<file path="src/rtl/wt_pkg.sv">
package wt_pkg;
  // Write groups
  typedef enum logic {
    GRP_RELOAD = 1'b0,
    GRP_CMD    = 1'b1
  } wt_grp_e;

  // Sub-addresses inside the command group
  localparam int unsigned SUB_ACK_LOAD = 0;
  localparam int unsigned SUB_ACK_CTRL = 1;

  // Decoded acknowledge strobes
  typedef struct packed {
    logic load;
    logic ctrl;
  } wt_ack_t;
endpackage

</file>
<file path="src/rtl/wt_regs.sv">
module wt_regs
  import wt_pkg::*;
#(
  parameter int unsigned CNT_W   = 16,
  parameter int unsigned SLICE_W = 4,
  localparam int unsigned NSLICE = CNT_W / SLICE_W,
  localparam int unsigned SUB_W  = (NSLICE > 1) ? $clog2(NSLICE) : 1,
  localparam int unsigned AW     = (NSLICE > 1) ? $clog2(NSLICE) : 1
) (
  input  logic               clk,
  input  logic               rst_n,
  input  logic               wr_en,
  input  logic               wr_grp,
  input  logic [SUB_W-1:0]   wr_sub,
  input  logic [SLICE_W-1:0] wr_data,
  output logic [CNT_W-1:0]   reload_q,
  output logic               run_en,
  output logic [AW-1:0]      act_m1,
  output wt_ack_t            ack
);
  logic to_reload;
  logic [AW-1:0] sel_m1;

  assign to_reload = wr_en && (wr_grp == GRP_RELOAD);
  assign ack.load  = wr_en && (wr_grp == GRP_CMD) && (wr_sub == SUB_W'(SUB_ACK_LOAD));
  assign ack.ctrl  = wr_en && (wr_grp == GRP_CMD) && (wr_sub == SUB_W'(SUB_ACK_CTRL));

  // One register per reload slice
  for (genvar k = 0; k < NSLICE; k++) begin : g_slice
    always_ff @(posedge clk) begin
      if (!rst_n)
        reload_q[k*SLICE_W +: SLICE_W] <= '1;
      else if (to_reload && (wr_sub == SUB_W'(k)))
        reload_q[k*SLICE_W +: SLICE_W] <= wr_data;
    end
  end

  // Priority width select: higher data bit -> fewer active slices
  always_comb begin
    sel_m1 = AW'(NSLICE - 1);
    for (int i = 1; i < int'(NSLICE); i++)
      if (wr_data[i]) sel_m1 = AW'(int'(NSLICE) - 1 - i);
  end

  always_ff @(posedge clk) begin
    if (!rst_n) begin
      run_en <= 1'b0;
      act_m1 <= AW'(NSLICE - 1);
    end else if (ack.ctrl) begin
      run_en <= wr_data[0];
      act_m1 <= sel_m1;
    end
  end
endmodule

</file>
<file path="src/rtl/wt_counter.sv">
module wt_counter
  import wt_pkg::*;
#(
  parameter int unsigned CNT_W   = 16,
  parameter int unsigned SLICE_W = 4,
  localparam int unsigned NSLICE = CNT_W / SLICE_W,
  localparam int unsigned AW     = (NSLICE > 1) ? $clog2(NSLICE) : 1
) (
  input  logic             clk,
  input  logic             rst_n,
  input  logic             tick,
  input  logic             run_en,
  input  logic [AW-1:0]    act_m1,
  input  logic [CNT_W-1:0] reload_q,
  input  wt_ack_t          ack,
  output logic [CNT_W-1:0] cnt_q,
  output logic             wrap
);
  logic [CNT_W-1:0] watch_mask;
  logic             counting;

  // Slice j is watched when j <= act_m1
  for (genvar j = 0; j < NSLICE; j++) begin : g_mask
    assign watch_mask[j*SLICE_W +: SLICE_W] = {SLICE_W{AW'(j) <= act_m1}};
  end

  assign counting = tick && run_en && !ack.load && !ack.ctrl;
  assign wrap     = counting && ((cnt_q & watch_mask) == '0);

  always_ff @(posedge clk) begin
    if (!rst_n)
      cnt_q <= '1;
    else if (ack.load)
      cnt_q <= reload_q;
    else if (wrap)
      cnt_q <= reload_q;
    else if (counting)
      cnt_q <= cnt_q - 1'b1;
  end
endmodule

</file>
<file path="src/rtl/wt_irq.sv">
module wt_irq
  import wt_pkg::*;
(
  input  logic    clk,
  input  logic    rst_n,
  input  logic    wrap,
  input  wt_ack_t ack,
  output logic    irq_q
);
  always_ff @(posedge clk) begin
    if (!rst_n)
      irq_q <= 1'b0;
    else if (ack.load || ack.ctrl)
      irq_q <= 1'b0;
    else if (wrap)
      irq_q <= 1'b1;
  end
endmodule

</file>
<file path="src/rtl/wrap_timer.sv">
module wrap_timer
  import wt_pkg::*;
#(
  parameter int unsigned CNT_W   = 16,
  parameter int unsigned SLICE_W = 4,
  localparam int unsigned NSLICE = CNT_W / SLICE_W,
  localparam int unsigned SUB_W  = (NSLICE > 1) ? $clog2(NSLICE) : 1,
  localparam int unsigned AW     = (NSLICE > 1) ? $clog2(NSLICE) : 1
) (
  input  logic               clk,
  input  logic               rst_n,
  input  logic               cpu_ce,
  input  logic               wr_en,
  input  logic               wr_grp,
  input  logic [SUB_W-1:0]   wr_sub,
  input  logic [SLICE_W-1:0] wr_data,
  output logic               irq
);
  logic [CNT_W-1:0] reload_q;
  logic [CNT_W-1:0] cnt_q;
  logic             run_en;
  logic [AW-1:0]    act_m1;
  logic             wrap;
  wt_ack_t          ack;

  wt_regs #(.CNT_W(CNT_W), .SLICE_W(SLICE_W)) u_regs (
    .clk(clk), .rst_n(rst_n), .wr_en(wr_en), .wr_grp(wr_grp),
    .wr_sub(wr_sub), .wr_data(wr_data), .reload_q(reload_q),
    .run_en(run_en), .act_m1(act_m1), .ack(ack)
  );

  wt_counter #(.CNT_W(CNT_W), .SLICE_W(SLICE_W)) u_cnt (
    .clk(clk), .rst_n(rst_n), .tick(cpu_ce), .run_en(run_en),
    .act_m1(act_m1), .reload_q(reload_q), .ack(ack),
    .cnt_q(cnt_q), .wrap(wrap)
  );

  wt_irq u_irq (
    .clk(clk), .rst_n(rst_n), .wrap(wrap), .ack(ack), .irq_q(irq)
  );
endmodule

</file>
<file path="config.mk">
export PLATFORM = sky130hd
export DESIGN_NAME = wrap_timer
export DESIGN_NICKNAME = d
export VERILOG_FILES = /design/src/rtl/wt_pkg.sv /design/src/rtl/wt_regs.sv /design/src/rtl/wt_counter.sv /design/src/rtl/wt_irq.sv /design/src/rtl/wrap_timer.sv
export SDC_FILE = /design/constraint.sdc
export NUM_CORES = 1
export LEC_CHECK = 0
export BUFFER_PORTS_ARGS = -buffer_cell sky130_fd_sc_hd__buf_2
export CORE_ASPECT_RATIO = 1.5
export CORE_MARGIN = 2
export CORE_UTILIZATION = 45
export DETAILED_ROUTE_END_ITERATION = 12
export GPL_TIMING_DRIVEN = 0
export PLACE_DENSITY = 0.64
export SLEW_MARGIN = 20
export SYNTH_ARGS = -nofsm -noshare
export SYNTH_HDL_FRONTEND = slang
export SYNTH_SLANG_ARGS = --single-unit
export TNS_END_PERCENT = 100
</file>
<file path="constraint.sdc">
create_clock -name clk -period 3.6 [get_ports clk]
set_input_delay 0.54 -clock clk [delete_from_list [all_inputs] [get_ports clk]]
set_output_delay 0.54 -clock clk [all_outputs]
set_load 0.05 [all_outputs]
</file>
== Word level (Yosys, flattened, before mapping) ==
Index checks and enable logic that the tools add are counted.

* Register bits: 36
* Latch bits: 0
* Bits in writable memories: 0
* ROM bits: 0
* Bits of input ports: 11
* Output and inout bits: 1
* Word-level logic and storage cells: 44
* Memories: 0

* Add/subtract/negate cells: 1
* Multiply operators: 0
* Divide/modulo/power cells: 0
* $lt $le $gt $ge: 4
* Eq/ne operators: 3
* Shift-type cells: 0
* Multiplexer cells: 6
* Bitwise logic cells: 3
* Reductions and logical operators: 19

{| class="wikitable"
|+ Operator list
! operator !! count
|-
| 16-bit two-way mux || 3
|-
| 16-bit bitwise AND || 1
|-
| 16-bit logical NOT || 1
|-
| 16-bit by 1-bit subtractor with 16-bit output (second input constant) || 1
|-
| 1-bit logical AND || 12
|-
| 2-bit == test (second input constant) || 2
|-
| 1-bit by 2-bit less-or-equal comparator with 1-bit output (first input constant) || 2
|-
| 2-bit less-or-equal comparator (first input constant) || 2
|-
| 2-bit two-way mux || 2
|-
| 3-bit nonzero test || 1
|-
| 2-bit by 1-bit == test with 1-bit output (second input constant) || 1
|-
| 1-bit logical NOT || 2
|-
| 2-bit logical NOT || 1
|-
| 1-bit NOT || 2
|-
| 2-bit OR reduction || 1
|-
| 1-bit logical OR || 1
|-
| 1-bit two-way mux || 1
|}

== Depth between registers and ports, before layout ==
Gate-level depths: netlist (run 1).

* Word-level depth: 8
* Mapped depth: 8
* Mapped depth without buffers: 7

== By module ==
From an unflattened synthesis (run 1), not the netlist that was laid out.

* Cells, all modules: 215
* Area total of the unflattened synthesis: 2,010.7 sq um

{| class="wikitable"
|+ By module, submodules not included
! module !! times used !! cells each !! area an instance (sq um) !! sequential area each (sq um)
|-
| wt_counter || 1 || 142 || 1,227.4 || 320.3
|-
| wt_regs || 1 || 70 || 744.5 || 380.4
|-
| wt_irq || 1 || 3 || 38.8 || 20.0
|}

== Worst setup path after synthesis (run 1) ==
OpenSTA, ideal clock, no wires.

* Path type: input -> register
* Start point: input port wr_sub[1]
* End point: register u_cnt.cnt_q[14]
* Setup time: 0.120 ns
* Data arrival time: 1.798 ns
* Data required time: 3.480 ns
* Slack: 1.683 ns
* Stages on the path: 7
* Buffers on the path: 2
* Path through: buf_2 -> nand3b_1 -> o2111ai_2 -> o21ai_2 -> buf_6 -> o21ai_1 -> a211o_1

* Longest elaborated chain between the ends: 8
* Elaborated cells between the ends (all ways): 12
* Those cells by class: 1 x eq/ne; 2 x mux; 9 x reduce/logical

{| class="wikitable"
|+ Ends and longest elaborated chain
! what !! line !! RTL
|-
| start, declared || wrap_timer.sv:15 || <nowiki>input logic [SUB_W-1:0] wr_sub,</nowiki>
|-
| 2-bit logical NOT || wt_regs.sv:25 || <nowiki>assign ack.load = wr_en && (wr_grp == GRP_CMD) && (wr_sub == SUB_W'(SUB_ACK_LOAD));</nowiki>
|-
| 1-bit logical AND || wt_regs.sv:25 ||
|-
| 1-bit logical NOT || wt_counter.sv:27 || <nowiki>assign counting = tick && run_en && !ack.load && !ack.ctrl;</nowiki>
|-
| 1-bit logical AND (2 in series) || wt_counter.sv:27 ||
|-
| 1-bit logical AND || wt_counter.sv:28 || <nowiki>assign wrap = counting && ((cnt_q & watch_mask) == '0);</nowiki>
|-
| 16-bit two-way mux || wt_counter.sv:35 || <nowiki>else if (wrap)</nowiki>
|-
| 16-bit two-way mux || wt_counter.sv:33 || <nowiki>else if (ack.load)</nowiki>
|-
| end signal, assigned || wt_counter.sv:34 || <nowiki>cnt_q <= reload_q;</nowiki>
|-
| end signal, assigned || wt_counter.sv:36 || <nowiki>cnt_q <= reload_q;</nowiki>
|-
| end signal, assigned || wt_counter.sv:38 || <nowiki>cnt_q <= cnt_q - 1'b1;</nowiki>
|-
| end, declared || wt_counter.sv:16 || <nowiki>output logic [CNT_W-1:0] cnt_q,</nowiki>
|}

Parallel ways exist; a longest one is shown, timed or not.
A chain may end at the register's enable or synchronous reset.

== Final worst setup path (run 1) ==
* Start point: register u_cnt.cnt_q[0]
* End point: register u_cnt.cnt_q[14]

* Longest elaborated chain between the ends: 5
* Elaborated cells between the ends (all ways): 8
* Those cells by class: 1 x add/sub; 3 x mux; 1 x bitwise; 3 x reduce/logical

{| class="wikitable"
|+ Ends and longest elaborated chain
! what
|-
| parallel branches: the longest is 5 deep, another holds 16-bit by 1-bit subtractor with 16-bit output
|}

Parallel ways; which one is timed is not known. The select of a mux whose other input is x is not followed.

==> results of run 1 <==
## cells by family after synthesis
family | count (synthesis)
AO/OA/AOI/OAI | 48
adder cells (fa/ha/maj) | 1
buffers and inverters | 16
flip-flops | 36
multiplexers | 15
AND/OR/NAND/NOR | 103
## per-layer routing
metal	track usage	routed length, µm
met5	0	0
met4	0.1039	163
met3	0.04673	180
met2	0.3552	2248
met1	0.2515	1856
## worst min-delay path, stage by stage (launching register included)
cell	delay, ns
sky130_fd_sc_hd__dfxtp_1	0.32
sky130_fd_sc_hd__nand2_1	0.05
sky130_fd_sc_hd__nand3_1	0.07
## flip-flops by register name, summed over array words and instances (netlist names)
name,count
u_cnt.cnt_q,16
u_irq.irq_q,1
u_regs.act_m1,2
u_regs.reload_q,16
u_regs.run_en,1
## area by class of cell
| cell class | instances | area [µm²] | share of cell area |
|---|---|---|---|
| clock inverters | 2 | 16.27 | 0.007879 |
| flip-flops and latches | 36 | 720.7 | 0.3491 |
| well taps | 45 | 56.30 | 0.02727 |
| repair buffers | 9 | 45.04 | 0.02182 |
| multi-input cells | 167 | 1077 | 0.5218 |
| plain buffers | 13 | 65.06 | 0.03152 |
| inverters | 3 | 11.26 | 0.005455 |
| clock buffers | 6 | 72.57 | 0.03515 |
## power by group through the flow
stage	sequential, µW	clock, µW	combinational [µW]
finish	417	289	61.9
floorplan	423	0	42.3
detailed placement	426	0	62.1
global route	418	318	69.3
CTS	417	297	62.3
global placement	426	0	61.8
## worst max path at each step
stage | cells after the start | endpoint | slack, ns | start
4_1_cts | 8 | u_cnt.cnt_q[14]$_SDFFE_PN1P_ | 1.45 | u_cnt.cnt_q[0]$_SDFFE_PN1P_
6_report | 8 | u_cnt.cnt_q[14]$_SDFFE_PN1P_ | 1.44 | u_cnt.cnt_q[0]$_SDFFE_PN1P_
3_5_place_dp | 8 | u_cnt.cnt_q[3]$_SDFFE_PN1P_ | 1.24 | wr_sub[1]
2_1_floorplan | 7 | u_cnt.cnt_q[14]$_SDFFE_PN1P_ | 1.68 | wr_sub[1]
3_3_place_gp | 8 | u_cnt.cnt_q[3]$_SDFFE_PN1P_ | 1.22 | wr_sub[1]
5_1_grt | 8 | u_cnt.cnt_q[14]$_SDFFE_PN1P_ | 1.23 | u_cnt.cnt_q[1]$_SDFFE_PN1P_
## through the flow
stage | worst slack, ns | instance area (µm²) | cells | hold slack, ns | power, µW
floorplan | 1.683 | 1874 | 219 | 0.4357 | 465.6
global placement | 1.220 | 1976 | 273 | 0.4483 | 487.6
detailed placement | 1.236 | 1976 | 273 | 0.4634 | 487.9
CTS | 1.452 | 2064 | 281 | 0.4839 | 776.2
global route | 1.227 | 2064 | 281 | 0.5152 | 805.9
finish | 1.440 | 2064 | 281 | 0.4821 | 768.2
## synth_stat cells, types with 2 or more instances
master | n | share of area
sky130_fd_sc_hd__o2111ai_1 | 3 | 0.014
sky130_fd_sc_hd__nand3_1 | 19 | 0.051
sky130_fd_sc_hd__a21boi_0 | 3 | 0.012
sky130_fd_sc_hd__mux2i_1 | 15 | 0.080
sky130_fd_sc_hd__nor4_1 | 5 | 0.017
sky130_fd_sc_hd__nand2b_1 | 2 | 0.0067
sky130_fd_sc_hd__o31ai_1 | 4 | 0.016
sky130_fd_sc_hd__nor4_4 | 2 | 0.023
sky130_fd_sc_hd__nor3_1 | 8 | 0.021
sky130_fd_sc_hd__nand4_1 | 2 | 0.0067
sky130_fd_sc_hd__o41ai_1 | 2 | 0.0093
sky130_fd_sc_hd__o311ai_0 | 2 | 0.0093
sky130_fd_sc_hd__buf_2 | 7 | 0.019
sky130_fd_sc_hd__or3_1 | 3 | 0.010
sky130_fd_sc_hd__nor2_1 | 14 | 0.028
sky130_fd_sc_hd__nor3b_1 | 2 | 0.0080
sky130_fd_sc_hd__o21a_1 | 2 | 0.0080
sky130_fd_sc_hd__dfxtp_1 | 36 | 0.38
sky130_fd_sc_hd__a211o_1 | 2 | 0.0093
sky130_fd_sc_hd__nand2_1 | 33 | 0.066
sky130_fd_sc_hd__nor2_2 | 2 | 0.0067
sky130_fd_sc_hd__clkbuf_1 | 5 | 0.010
sky130_fd_sc_hd__a21oi_1 | 3 | 0.0080
sky130_fd_sc_hd__o21ai_1 | 3 | 0.0080
sky130_fd_sc_hd__o211ai_1 | 3 | 0.012
sky130_fd_sc_hd__o22ai_1 | 4 | 0.013
sky130_fd_sc_hd__o21ai_0 | 7 | 0.019
sky130_fd_sc_hd__inv_1 | 3 | 0.0060
==> out/metrics.yaml, run 1 <==
outcome: "finished, final reports clean"
clk_latency_ns: 0.29
final_layout_size_suffix_gt1_frac: 0.1441
grt_pass1_vias: 1615
hold_viol: 0
worstReg2RegEnd: "u_cnt.cnt_q[14]$_SDFFE_PN1P_"
total_setup_violations_reported_at_the_end_of_the_flow: 0
die_height_um: 83.04
synth.area.mux_share: 0.08011
n_antenna_cell: 0
warnings_synthesis: 0
sequentialPowerShare: 0.543
clockBufferDepth: 2
detailroute.via_count: 1660
ir_worst_vdd_v: 0.0003055
count_of_distinct_cell_types_in_the_synthesized_netlist: 51
critical_path.startpoint_type: "flop"
numClockSinks: 36
end_kind: "flop"
syn_area_per_cell_um2: 8.558
synth-compound-area-share: 0.1923
cts_hold_buf: 0
worstPathRequired_ns: 3.78
synth-main-ff-cell: "sky130_fd_sc_hd__dfxtp_1"
gr-total-overflow: 0
via_per_inst: 5.907
worst_clock_skew_ns: 0.003501
post-route-min-period_ns: 2.160
synth-edff-count: 0
clock.fmax_ghz: 0.4630
cts_buffers: 5
critical_setup_path_kind: "reg -> reg"
postSynth.asyncResetShare: 0
crit_path_max_incr_delay_ns: 0.36
timing.critical_path.buf_inv: 2
fp.dieArea_um2: 4708
reg2reg_depth: 8
syn-num-nets: 231
area_delta_synth_final_pct: 10.15
ctsHtreeMaxLevel: 2
count_of_final_max_slew_check_failures: 0
grt_antenna_before_repair: 0
dieWidth_um: 56.70
cts.root.buffer_cell: "sky130_fd_sc_hd__clkbuf_8"
drv.max_cap_violation_count: 0
synthXorXnorAreaFrac: 0
critical-path-slowest-cell: "sky130_fd_sc_hd__dfxtp_1"
final_net_count: 247
tritoncts: "yes"
path_delay_family: "compound AO/OA/AOI/OAI gates"
track_usage: 0.2127
post-route-util: 0.5215
synthesis.instances: 219
power_frac_comb: 0.081
holdCritPathClass: "reg -> reg"
worst-slew-pin-transition_ns: 0.7053
firstDrtPassIters: 4
port-buffer-count: 9
grt_start_max_net_pins: 13
filler_cell_count: 408
p_switching_uw: 199.2
timing.final.crit_share: 0.6000
postCtsSetupRepairBufs: 0
yosys_register_bits: 36
layout_commonest_cell: "sky130_fd_sc_hd__dfxtp_1"
gp_congestion: 0.8876
hold-path-endpoint: "u_regs.reload_q[11]$_SDFFE_PN1P_"
synth_adder_area_share: 0.006676
cp_cell_sequence: "inv_1 > ha_1 > nor3b_1 > o2111ai_2 > o21ai_2 > buf_6 > o21ai_1 > a211o_1"
drc: 0
power-per-cell-area_nw_per_um2: 372.1
clk_pin_slew_ns: 0.08
final_cell_mix: "36 x sky130_fd_sc_hd__dfxtp_1, 33 x sky130_fd_sc_hd__nand2_1, 19 x sky130_fd_sc_hd__nand3_1, 16 x sky130_fd_sc_hd__buf_2, 15 x sky130_fd_sc_hd__mux2i_1"
intPower_uw: 569.0
io-pin-count: 12
synth-simple-area-share: 0.2957
worst_hold_startpoint: "u_regs.reload_q[11]$_SDFFE_PN1P_"
cts_resized: 0
placementRows: 28
setup.reg_to_reg.worst_slack_ns: 1.44
totalNegativeSetupSlack_ns: 0
switching_share: 0.2593
rsz_0062_raised_after_global_routing: "no"
drt-wirelength-per-cell_um: 15.83
combinational_family_with_the_most_area_after_synthesis: "simple AND/OR/NAND/NOR gates"
synth_seq_area_share: 0.3845
syn_area_um2: 1874
hpwlAfterDp_um: 3445
drt_wl_total_um: 4448
path_max_fanout: 10
grt_first_pass_wirelength_um: 7838
worstHoldPathCells: 2
initial_utilization: 0.4735
r2r-start: "u_cnt.cnt_q[0]$_SDFFE_PN1P_"
power.clock.fraction: 0.377
ant_nets: 0
coreArea_um2: 3959
worst-endpoint-arrival_ns: 2.34
slew_headroom: 0.5262
drtIter0Drc: 64
power.static_leakage_uw: 0.0008270
Power figures use the tool's default switching activity.
==> run 2, diff against run 1 <==
PLACE_DENSITY = 0.66   (was 0.64)
clock period = 1.89 ns   (was 3.6 ns; I/O delays follow)
==> out/metrics.yaml, run 2 (synthesized netlist as in run 1, its figures left out) <==
outcome: "finished, final reports clean"
ctsHtreeMaxLevel: 2
layout_commonest_cell: "sky130_fd_sc_hd__dfxtp_1"
rsz_0062_raised_after_global_routing: "yes"
ant_nets: 0
count_of_final_max_slew_check_failures: 0
slew_headroom: 0.5307
drt-wirelength-per-cell_um: 16.80
io-pin-count: 12
final_layout_size_suffix_gt1_frac: 0.2490
ir_worst_vdd_v: 0.0006832
gr-total-overflow: 0
area_delta_synth_final_pct: 21.16
drt_wl_total_um: 4873
fp.dieArea_um2: 4708
tritoncts: "yes"
power.static_leakage_uw: 0.0009200
clockBufferDepth: 2
coreArea_um2: 3959
path_max_fanout: 10
cts.root.buffer_cell: "sky130_fd_sc_hd__clkbuf_8"
holdCritPathClass: "in -> reg"
worst_hold_slack_ns: 0.2861
drc: 0
reg_top3: "u_cnt.cnt_q: 16 flops, u_regs.reload_q: 16 flops, u_regs.act_m1: 2 flops"
p_total_uw: 1602
final_net_count: 256
worst-slew-pin-transition_ns: 0.6986
grt_first_pass_wirelength_um: 8045
grt_pass1_vias: 1621
grt_antenna_before_repair: 0
regArea_um2: 728.2
total_setup_violations_reported_at_the_end_of_the_flow: 0
critical_path.startpoint_type: "flop"
power-per-cell-area_nw_per_um2: 705.3
grt_start_max_net_pins: 13
placementRows: 28
drtIter0Drc: 57
drv.max_cap_violation_count: 0
postLayoutSetupSlackWorst_ns: 0.02561
track_usage: 0.2180
clock.fmax_ghz: 0.5364
dieWidth_um: 56.70
cts_buffers: 5
worst-endpoint-arrival_ns: 2.10
clk_pin_slew_ns: 0.07
end_kind: "flop"
worstPathRequired_ns: 2.13
hold_viol: 0
detailroute.via_count: 1769
port-buffer-count: 9
clk_latency_ns: 0.29
worst_clock_skew_ns: 0.003711
place_ws_ns: -0.2520
via_per_inst: 6.100
post-route-min-period_ns: 1.864
critical_setup_path_kind: "reg -> reg"
multiInputGateArea_um2: 1181
initial_utilization: 0.4735
timing.final.crit_share: 0.9865
placed_cell_area_um2: 1976
numClockSinks: 36
filler_cell_count: 353
final_cell_mix: "34 x sky130_fd_sc_hd__dfxtp_1, 33 x sky130_fd_sc_hd__nand2_1, 19 x sky130_fd_sc_hd__nand3_1, 16 x sky130_fd_sc_hd__buf_2, 15 x sky130_fd_sc_hd__mux2i_1"
gp_congestion: 0.8872
totalNegativeSetupSlack_ns: 0
die_height_um: 83.04
hpwlAfterDp_um: 3424
firstDrtPassIters: 4
n_antenna_cell: 0
post-route-cell-area_um2: 2271
## run 2: cell types whose count changed in the layout (fill, tap and decap cells not counted), sizes merged
| cell | before | now |
|---|---|---|
| buf | 17 | 25 |
| bufinv | 0 | 1 |
## run 2: critical path: stages (launching register included)
cell and delay, ns:
sky130_fd_sc_hd__dfxtp_1 0.39, sky130_fd_sc_hd__nor4_4 0.42, sky130_fd_sc_hd__o2111ai_4 0.22, sky130_fd_sc_hd__o21a_1 0.22, sky130_fd_sc_hd__clkbuf_4 0.20, sky130_fd_sc_hd__o21ai_0 0.23, sky130_fd_sc_hd__a211o_1 0.12
## run 2: cell type report
class | instances | share of cell area
multi-input cells | 167 | 0.5201
flip-flops and latches | 36 | 0.3207
repair buffers | 18 | 0.04848
clock buffers | 5 | 0.03030
plain buffers | 13 | 0.02975
well taps | 45 | 0.02479
clock inverters | 3 | 0.01873
inverters | 3 | 0.007163
## run 2: worst paths after layout
path                                                         end  cells after the start                             from  slack (ns)
worst max register to register      u_cnt.cnt_q[14]$_SDFFE_PN1P_                      6      u_cnt.cnt_q[4]$_SDFFE_PN1P_        0.03
worst max-delay path                u_cnt.cnt_q[14]$_SDFFE_PN1P_                      6      u_cnt.cnt_q[4]$_SDFFE_PN1P_        0.03
worst min register to register   u_regs.reload_q[8]$_SDFFE_PN1P_                      2  u_regs.reload_q[8]$_SDFFE_PN1P_        0.48
worst min-delay path            u_regs.reload_q[12]$_SDFFE_PN1P_                      3                       wr_data[0]        0.29
## run 2: where the power goes
group / total (µW) / switching (µW) / internal, µW
clock network: 679 / 288 / 390
logic: 129 / 77.0 / 52.1
registers: 794 / 20.0 / 774
total: 1600 / 385 / 1220
## run 2: layer usage
| metal | up-vias | global-route usage | wire length [µm] |
|---|---|---|---|
| met5 | - | 0 | 0 |
| met4 | 0 | 0.1104 | 157 |
| met3 | 14 | 0.02804 | 158 |
| met2 | 56 | 0.3805 | 2651 |
| met1 | 832 | 0.2534 | 1906 |
| li1 | 867 | - | - |
## run 2: per-stage QoR
stage	cells	util
finish	290	0.5736
detailed placement	273	0.4991
floorplan	219	-
CTS	287	0.5528
global route	290	0.5736
global placement	273	0.4991
## run 2: repair_timing
item                       CTS  global route
hold buffers                 0             0
setup buffers                5             3
setup endpoints to repair   16            16
gates resized for setup     11            18
cloned                       1             0
pin swaps                    2             6
